### config.mk
export PLATFORM = sky130hd
export DESIGN_NAME = hs_port_channel
export DESIGN_NICKNAME = d
export VERILOG_FILES = /design/src/rtl/hs_pkg.sv /design/src/rtl/hs_edge_sync.sv /design/src/rtl/hs_in_path.sv /design/src/rtl/hs_out_path.sv /design/src/rtl/hs_port_channel.sv
export SDC_FILE = /design/constraint.sdc
export NUM_CORES = 1
export LEC_CHECK = 0
export BUFFER_PORTS_ARGS = -buffer_cell sky130_fd_sc_hd__buf_2
export CAP_MARGIN = 20
export CORE_ASPECT_RATIO = 1.5
export CORE_MARGIN = 4
export CORE_UTILIZATION = 29
export DETAILED_ROUTE_END_ITERATION = 10
export PLACE_DENSITY_LB_ADDON = 0.15
export REMOVE_ABC_BUFFERS = 1
export SLEW_MARGIN = 0
export SYNTH_ARGS = -nofsm -noshare
export SYNTH_HDL_FRONTEND = slang
export SYNTH_HIERARCHICAL = 1
export SYNTH_SLANG_ARGS = --single-unit
### constraint.sdc
create_clock -name clk -period 1.06 [get_ports clk]
set_input_delay 0.159 -clock clk [delete_from_list [all_inputs] [get_ports clk]]
set_output_delay 0.159 -clock clk [all_outputs]
set_load 0.02 [all_outputs]
### src/rtl/hs_pkg.sv
// Shared types for the handshake port channel.
// Holds the port C bit map for each port/direction pairing.
package hs_pkg;

    localparam int unsigned PC_W = 8;

    // Port C bit numbers of the three handshake lines
    typedef struct packed {
        logic [2:0] stb;   // strobe (input) or acknowledge (output); also enable position
        logic [2:0] full;  // buffer-full line
        logic [2:0] irq;   // service request line
    } hs_map_t;

    // Picks the fixed bit positions for the given port and direction
    function automatic hs_map_t hs_map(input logic is_b, input logic dir_in);
        hs_map_t m;
        if (is_b) begin
            m.stb  = 3'd2;
            m.full = 3'd1;
            m.irq  = 3'd0;
        end else if (dir_in) begin
            m.stb  = 3'd4;
            m.full = 3'd5;
            m.irq  = 3'd3;
        end else begin
            m.stb  = 3'd6;
            m.full = 3'd7;
            m.irq  = 3'd3;
        end
        return m;
    endfunction

endpackage

### src/rtl/hs_edge_sync.sv
// Synchronises an asynchronous active-low handshake pin and flags its edges.
// Assumes the pin idles high; the chain and the edge register reset to 1.
// Edges are reported one cycle wide, STAGES edges after the pin changes.
module hs_edge_sync #(
    parameter int unsigned STAGES = 2
) (
    input  logic clk,
    input  logic rst_n,
    input  logic pin,
    output logic fall,
    output logic rise
);
    localparam int unsigned TOP = STAGES - 1;

    logic [STAGES-1:0] chain;
    logic              prev;

    // Shift the pin through the synchroniser chain
    always_ff @(posedge clk) begin
        if (!rst_n) chain <= '1;
        else        chain <= {chain[STAGES-2:0], pin};
    end

    // Remember the last synchronised level for edge detection
    always_ff @(posedge clk) begin
        if (!rst_n) prev <= 1'b1;
        else        prev <= chain[TOP];
    end

    assign fall = prev & ~chain[TOP];
    assign rise = ~prev & chain[TOP];

endmodule

### src/rtl/hs_in_path.sv
// Inbound half of the channel: latch on strobe fall, buffer-full flag, request.
// Assumes edges are already synchronised. All flags are held clear while en is low.
// A strobe fall wins over a same-cycle read for the full flag.
// A read wins over a same-cycle strobe rise for the request.
module hs_in_path #(
    parameter int unsigned DATA_W = 8
) (
    input  logic              clk,
    input  logic              rst_n,
    input  logic              en,
    input  logic              stb_fall,
    input  logic              stb_rise,
    input  logic              inte,
    input  logic              rd,
    input  logic [DATA_W-1:0] pins,
    output logic [DATA_W-1:0] data,
    output logic              ibf,
    output logic              irq
);
    // Capture the pins on each accepted strobe fall
    always_ff @(posedge clk) begin
        if (!rst_n)             data <= '0;
        else if (en && stb_fall) data <= pins;
    end

    // Buffer-full flag: set by strobe, cleared by host read
    always_ff @(posedge clk) begin
        if (!rst_n || !en) ibf <= 1'b0;
        else if (stb_fall) ibf <= 1'b1;
        else if (rd)       ibf <= 1'b0;
    end

    // Request: raised at end of strobe if full and enabled, dropped by read
    always_ff @(posedge clk) begin
        if (!rst_n || !en)                 irq <= 1'b0;
        else if (rd)                       irq <= 1'b0;
        else if (stb_rise && ibf && inte)  irq <= 1'b1;
    end

endmodule

### src/rtl/hs_out_path.sv
// Outbound half of the channel: output latch, active-low buffer-full, request.
// Assumes edges are already synchronised. The latch loads on any write, and the
// handshake flags work only while en is high. A write wins over a same-cycle
// acknowledge.
module hs_out_path #(
    parameter int unsigned DATA_W = 8
) (
    input  logic              clk,
    input  logic              rst_n,
    input  logic              en,
    input  logic              wr,
    input  logic [DATA_W-1:0] wdata,
    input  logic              ack_fall,
    input  logic              ack_rise,
    input  logic              inte,
    output logic [DATA_W-1:0] data,
    output logic              obf_n,
    output logic              irq
);
    // Output latch loads on every host write
    always_ff @(posedge clk) begin
        if (!rst_n)  data <= '0;
        else if (wr) data <= wdata;
    end

    // Active-low buffer-full: pulled low by write, released by acknowledge
    always_ff @(posedge clk) begin
        if (!rst_n || !en) obf_n <= 1'b1;
        else if (wr)       obf_n <= 1'b0;
        else if (ack_fall) obf_n <= 1'b1;
    end

    // Request: raised at end of acknowledge once buffer released, dropped by write
    always_ff @(posedge clk) begin
        if (!rst_n || !en)                  irq <= 1'b0;
        else if (wr)                        irq <= 1'b0;
        else if (ack_rise && obf_n && inte) irq <= 1'b1;
    end

endmodule

### src/rtl/hs_port_channel.sv
// Strobed handshake channel for one 8-bit port of a parallel interface.
// Assumes the controller supplies the decoded host strobes, the mode and
// direction bits, the set/reset command and the plain port C drive values.
// The handshake bit positions come from hs_pkg::hs_map.
module hs_port_channel
    import hs_pkg::*;
#(
    parameter bit          IS_PORT_B   = 1'b0,
    parameter int unsigned DATA_W      = 8,
    parameter int unsigned SYNC_STAGES = 2
) (
    input  logic              clk,
    input  logic              rst_n,
    input  logic              cfg_hs_en,
    input  logic              cfg_dir_in,
    input  logic              host_wr,
    input  logic              host_rd,
    input  logic [DATA_W-1:0] host_wdata,
    output logic [DATA_W-1:0] host_rdata,
    input  logic              bsr_we,
    input  logic [2:0]        bsr_sel,
    input  logic              bsr_set,
    input  logic [DATA_W-1:0] port_in,
    output logic [DATA_W-1:0] port_out,
    output logic              port_oe,
    input  logic [PC_W-1:0]   pc_in,
    input  logic [PC_W-1:0]   pc_gp_out,
    input  logic [PC_W-1:0]   pc_gp_oe,
    output logic [PC_W-1:0]   pc_out,
    output logic [PC_W-1:0]   pc_oe,
    output logic [PC_W-1:0]   pc_rd,
    output logic              irq
);
    hs_map_t           map;
    logic              in_en, out_en;
    logic              hs_pin, hs_fall, hs_rise;
    logic              inte_q;
    logic [DATA_W-1:0] in_data, out_data;
    logic              ibf, in_irq, obf_n, out_irq, full_bit;

    assign map    = hs_map(IS_PORT_B, cfg_dir_in);
    assign in_en  = cfg_hs_en & cfg_dir_in;
    assign out_en = cfg_hs_en & ~cfg_dir_in;
    assign hs_pin = pc_in[map.stb];

    hs_edge_sync #(.STAGES(SYNC_STAGES)) u_sync (
        .clk  (clk),
        .rst_n(rst_n),
        .pin  (hs_pin),
        .fall (hs_fall),
        .rise (hs_rise)
    );

    // Request enable, written by set/reset commands at the strobe position
    always_ff @(posedge clk) begin
        if (!rst_n || !cfg_hs_en)            inte_q <= 1'b0;
        else if (bsr_we && bsr_sel == map.stb) inte_q <= bsr_set;
    end

    hs_in_path #(.DATA_W(DATA_W)) u_in (
        .clk     (clk),
        .rst_n   (rst_n),
        .en      (in_en),
        .stb_fall(hs_fall),
        .stb_rise(hs_rise),
        .inte    (inte_q),
        .rd      (host_rd),
        .pins    (port_in),
        .data    (in_data),
        .ibf     (ibf),
        .irq     (in_irq)
    );

    hs_out_path #(.DATA_W(DATA_W)) u_out (
        .clk     (clk),
        .rst_n   (rst_n),
        .en      (out_en),
        .wr      (host_wr),
        .wdata   (host_wdata),
        .ack_fall(hs_fall),
        .ack_rise(hs_rise),
        .inte    (inte_q),
        .data    (out_data),
        .obf_n   (obf_n),
        .irq     (out_irq)
    );

    assign irq      = (in_en & in_irq) | (out_en & out_irq);
    assign full_bit = cfg_dir_in ? ibf : obf_n;
    assign port_out = out_data;
    assign port_oe  = ~cfg_dir_in;

    // Host read data: latched in handshake input, raw pins in plain input
    always_comb begin
        if (!cfg_dir_in)    host_rdata = out_data;
        else if (cfg_hs_en) host_rdata = in_data;
        else                host_rdata = port_in;
    end

    // Port C takeover of the three handshake bits and their read-back
    always_comb begin
        pc_out = pc_gp_out;
        pc_oe  = pc_gp_oe;
        pc_rd  = pc_in;
        if (cfg_hs_en) begin
            pc_out[map.stb]  = 1'b0;
            pc_oe[map.stb]   = 1'b0;
            pc_out[map.full] = full_bit;
            pc_oe[map.full]  = 1'b1;
            pc_out[map.irq]  = irq;
            pc_oe[map.irq]   = 1'b1;
            pc_rd[map.stb]   = inte_q;
            pc_rd[map.full]  = full_bit;
            pc_rd[map.irq]   = irq;
        end
    end

endmodule

After elaboration in Yosys (flattened, before gate mapping)
Cells that the tools add are included.

Register bits: 24. Bits in latches: 0. RAM bits: 0. ROM bits: 0. Output and inout port bits: 42. Word-level logic and storage cells: 75. Memories: 0.

Add/subtract/negate cells: 0. Multipliers: 0. Divide/modulo/power cells: 0. Magnitude comparators: 6. Eq/ne operators: 1. Shifts and indexed selects: 0. Muxes and demuxes: 24. Bitwise gates (word level): 15. Reduce and logical (&&, ||, !) cells: 20.

Operators with widths (number): 2-to-1 mux 8 bit (6); bitwise mux 8 bit (5); bitwise AND 8 bit (2); bitwise OR 8 bit (2); < comparator 3 x 4 -> 1 bit (second input constant) (3); demux 1 bit (select 3 bit) (3); >= comparator 3 x 1 -> 1 bit (second input constant) (3); logical AND 1 bit (9); 2-to-1 mux 1 bit (9); NOT 8 bit (1); bitwise AND 1 bit (6); zero test 1 bit (4); nonzero test 2 bit (2); OR reduction 2 bit (2); binary-select mux 1 bit (select 3 bit) (1); equality test 3 bit (1); logical OR 1 bit (3); NOT 1 bit (3); bitwise OR 1 bit (1).

Longest topological paths before layout
Depth after elaboration: 10. Depth in mapped cells: 6.

By module
Netlist, hierarchy kept.

Modules (own cells, without submodules): hs_port_channel (times used 1, cells an instance 76, area each 493.0 um2, seq. area each 20.0 um2); hs_in_path (times used 1, cells an instance 43, area each 437.9 um2, seq. area each 200.2 um2); hs_out_path (times used 1, cells an instance 32, area each 367.9 um2, seq. area each 200.2 um2); hs_edge_sync (times used 1, cells an instance 8, area each 91.3 um2, seq. area each 60.1 um2).

Least setup slack after synthesis
Ideal clock, no wire load.

Path kind: in2reg. Start point: in cfg_hs_en. End point: reg u_in.data[5]. Data arrival time: 1039 ps. Setup slack: -94 ps. Stages on the path: 6. Path through: buf_4 > nand2_1 > inv_1 > buf_6 > and3_1 > o21a_1.

Longest elaborated chain between the ends: 2.

RTL lines: start: declaration (line hs_port_channel.sv:14) `input logic cfg_hs_en,`; bitwise AND 1 bit (line hs_port_channel.sv:42) `assign in_en = cfg_hs_en & cfg_dir_in;`; via in_en (line hs_port_channel.sv:35) `logic in_en, out_en;`; logical AND 1 bit (line hs_in_path.sv:23) `else if (en && stb_fall) data <= pins;`; end signal: assignment (line hs_in_path.sv:23); end: declaration (line hs_in_path.sv:16) `output logic [DATA_W-1:0] data,`.

The timed path passes the listed nets, and every way through them passes these cells. A chain may end at the register's enable or synchronous reset.

Worst setup path after layout
Start point: reg u_out.irq. End point: out pc_out[3].

Longest elaborated chain between the ends: 4.

RTL lines: start: declaration (line hs_out_path.sv:18) `output logic irq`; start signal: assignment (line hs_out_path.sv:35) `if (!rst_n || !en) irq <= 1'b0;`; start signal: assignment (line hs_out_path.sv:36) `else if (wr) irq <= 1'b0;`; start signal: assignment (line hs_out_path.sv:37) `else if (ack_rise && obf_n && inte) irq <= 1'b1;`; bitwise AND 1 bit (line hs_port_channel.sv:88) `assign irq = (in_en & in_irq) | (out_en & out_irq);`; bitwise OR 1 bit (line hs_port_channel.sv:88); bitwise mux 8 bit (line hs_port_channel.sv:110) `pc_out[map.irq] = irq;`; 2-to-1 mux 8 bit (line hs_port_channel.sv:105) `if (cfg_hs_en) begin`; end: declaration (line hs_port_channel.sv:29) `output logic [PC_W-1:0] pc_out,`.

No other way between the ends.

==> impl_metrics.env <==
export IMPL_ctsHoldBuffers=0
export IMPL_ys_types=27
export IMPL_vias=1347
export IMPL_yosysSeqAreaShare=0.346
export IMPL_cp_max_fo=3
export IMPL_drt_iter0_drc=20
export IMPL_p_per_area_nw_per_um2=1040
export IMPL_period_share=1.20
export IMPL_cts_buffer_depth=2
export IMPL_drc_errors=0
export IMPL_cts_tree="built"
export IMPL_maxSlewViolCount=0
export IMPL_start_util=0.304
export IMPL_dr_pass1_iters=3
export IMPL_grt_total_usage=0.124
export IMPL_yosys_warnings=6
export IMPL_routed_wl_um=3740
export IMPL_pin_count=93
export IMPL_fmax_ghz=0.788
export IMPL_antenna_found_initial=0
export IMPL_synth_cells=159
export IMPL_wl_per_cell_um=12.4
export IMPL_hp_start="host_rd"
export IMPL_grt_ovfl_total=0
export IMPL_netlist_area_leader_share=0.346
export IMPL_grt_pass1_wl_um=5990
export IMPL_dieArea_sq_um=5990
export IMPL_clock_sinks=24
export IMPL_status="finished, violations left"
export IMPL_clockRootBuffer="clkbuf_8"
export IMPL_ir_drop_mv=0.806
export IMPL_chipHeight_um=92.8
export IMPL_synthTopCellsByCount="dfxtp_1, mux2i_1, nand2_1, buf_4, nor2b_1"
export IMPL_violations="negative setup slack"
export IMPL_worstMarginPinSlew_ps=315
export IMPL_antenna_cells=0
export IMPL_layout_nets=289
export IMPL_crit_type="flip-flop to output pin"
export IMPL_avgSynthCellArea_sq_um=8.74
export IMPL_dp_cells=292
export IMPL_reg2reg_to="u_in/data[4]$_SDFFE_PN0P_"
export IMPL_start_kind="flip-flop"
export IMPL_holdPathStages=2
export IMPL_cp_required_ps=900
export IMPL_pre_cts_ws_ps=-190
export IMPL_leakagePower_nw=1.06
export IMPL_drive_gt1_frac=0.561
export IMPL_core_area_sq_um=4580
export IMPL_worstReg2RegStart="u_sync/prev$_SDFF_PN1_"
export IMPL_synth_seq_cells=24
export IMPL_synthToLayoutAreaGrowth_pct=49.1
export IMPL_rsz0062_at_grt="yes"
export IMPL_grt_pass1_vias=1329
export IMPL_htreeDepth=1
export IMPL_clock_skew_ps=2.26
export IMPL_rrSetupSlack_ps=50
export IMPL_hold_violations=0
export IMPL_yosysMostFrequentCell="dfxtp_1"
export IMPL_max_cap_violations=0
export IMPL_period_minus_slack_ps=1270
export IMPL_grt_max_degree=18
export IMPL_clk_pin_slew_ps=80
export IMPL_clkLatencyLatePin_ps=260
export IMPL_portBuffers=74
export IMPL_fin_ws_ps=-208
export IMPL_cts_made_buffers=3
export IMPL_die_w_um=64.5
export IMPL_worstPathArrival_ps=1110
export IMPL_ys_async_sr_fraction=0
export IMPL_num_rows=30
export IMPL_instances_no_fill=301
export IMPL_viasPerCell=4.48
export IMPL_reg2reg_depth=4
export IMPL_hold_end="u_in/irq$_SDFFE_PP0P_"
export IMPL_synth_edf_count=0
export IMPL_synth_area_sq_um=1390
export IMPL_ys_flop_type="dfxtp_1"
export IMPL_num_fill_cells=500
export IMPL_drtAntennaViolNets=0
export IMPL_synth_largest_area_cell="dfxtp_1"
export IMPL_hold_class="primary input to flip-flop"
export IMPL_place_hpwl_um=2940
export IMPL_setup_viol=15
export IMPL_place_gp_congestion=0.731
export IMPL_utilization=0.453
export IMPL_synth_area_leaders="dfxtp_1, mux2i_1, buf_4, nor2b_1, o21a_1"
export IMPL_relSlewSlack=0.790
export IMPL_cp_end_kind="output pin"
-- logic make-up (layout without fill, tap and decap cells) --
group	after synthesis	after routing	synth area share
muxes	20	20	0.147
AOI/OAI and AO/OA	32	32	0.151
DFF	24	24	0.346
and+or+nand+nor	58	58	0.230
buffers and inverters	24	102	0.120
xor gates and xnor gates	1	1	0.00630
-- report_power, final --
group          switching (W)  internal [W]  total, W
Combinational       0.000301      0.000285  0.000586
Sequential         0.0000199      0.000933  0.000953
Clock               0.000277      0.000331  0.000608
-- flip-flops by register name (all words and copies together) (netlist names) --
signal	flops
u_in/data	8
u_sync/chain	2
inte_q	1
u_out/irq	1
u_sync/prev	1
u_out/data	8
u_in/irq	1
u_in/ibf	1
u_out/obf_n	1
-- how the worst max path moves through the flow --
stage	depth (start not counted)	from	slack, ps	end
after global placement	6	cfg_dir_in	-170	u_in/data[7]$_SDFFE_PN0P_
after detailed placement	6	cfg_dir_in	-190	u_in/data[1]$_SDFFE_PN0P_
after floorplan	3	u_sync/prev$_SDFF_PN1_	-200	u_in/data[0]$_SDFFE_PN0P_
after global routing	4	u_out/irq$_SDFFE_PP0P_	-260	pc_rd[3]
final	4	u_out/irq$_SDFFE_PP0P_	-210	pc_out[3]
after CTS	4	u_out/irq$_SDFFE_PP0P_	-250	pc_out[3]
-- layout by cell type, fill, tap and decap left out, drive strengths merged, types with 3 or more instances in the layout --
cell type / n
nand2b: 7
o21a: 8
nor3: 3
nand2: 13
and3: 9
mux2: 3
mux2i: 17
and2: 4
buf: 91
dfxtp: 24
inv: 7
nor2: 9
a21boi: 8
clkbuf: 4
nor2b: 10
a21oi: 9
-- metrics by stage --
stage                     TNS [ps]  total power (W)  area (sq um)  hold slack (ps)
after CTS                    -1600          0.00217          1990             68.3
after global placement       -2070          0.00149          1800              318
after floorplan              -1610          0.00122          1250              229
after detailed placement     -2310          0.00149          1800              318
final                        -1310          0.00215          2070             73.4
after global routing         -2240          0.00226          2070             87.4
-- layout make-up --
class,instances,area (sq um),share of cell area
multi-input combinational,111,810,0.390
timing repair buffer,91,601,0.290
sequential,24,502,0.242
clock buffer,4,55.1,0.0266
tap,64,80.1,0.0386
inverter,7,26.3,0.0127
-- worst max-delay path, cell delays in order (launching register included) --
cell	delay (ps)
dfxtp_2	330
mux2_4	270
nand2_4	70
o21ai_2	50
buf_6	120
-- what timing repair did --
action / CTS / global route
cloned: 1 / 0
endpoints found under the hold margin: 0 / 0
pin swaps: 8 / 4
resized for setup: 45 / 26
endpoints found under the setup margin: 24 / 28
buffers inserted: 3 / 1
-- per-layer routing --
metal	track usage	routed length [um]	vias to the layer above
met3	0.0340	334	2
met1	0.142	1540	600
li1	-	-	678
met5	0	0	-
met2	0.220	1840	67
met4	0.0370	23	0
(Power assumes the default switching activity.)
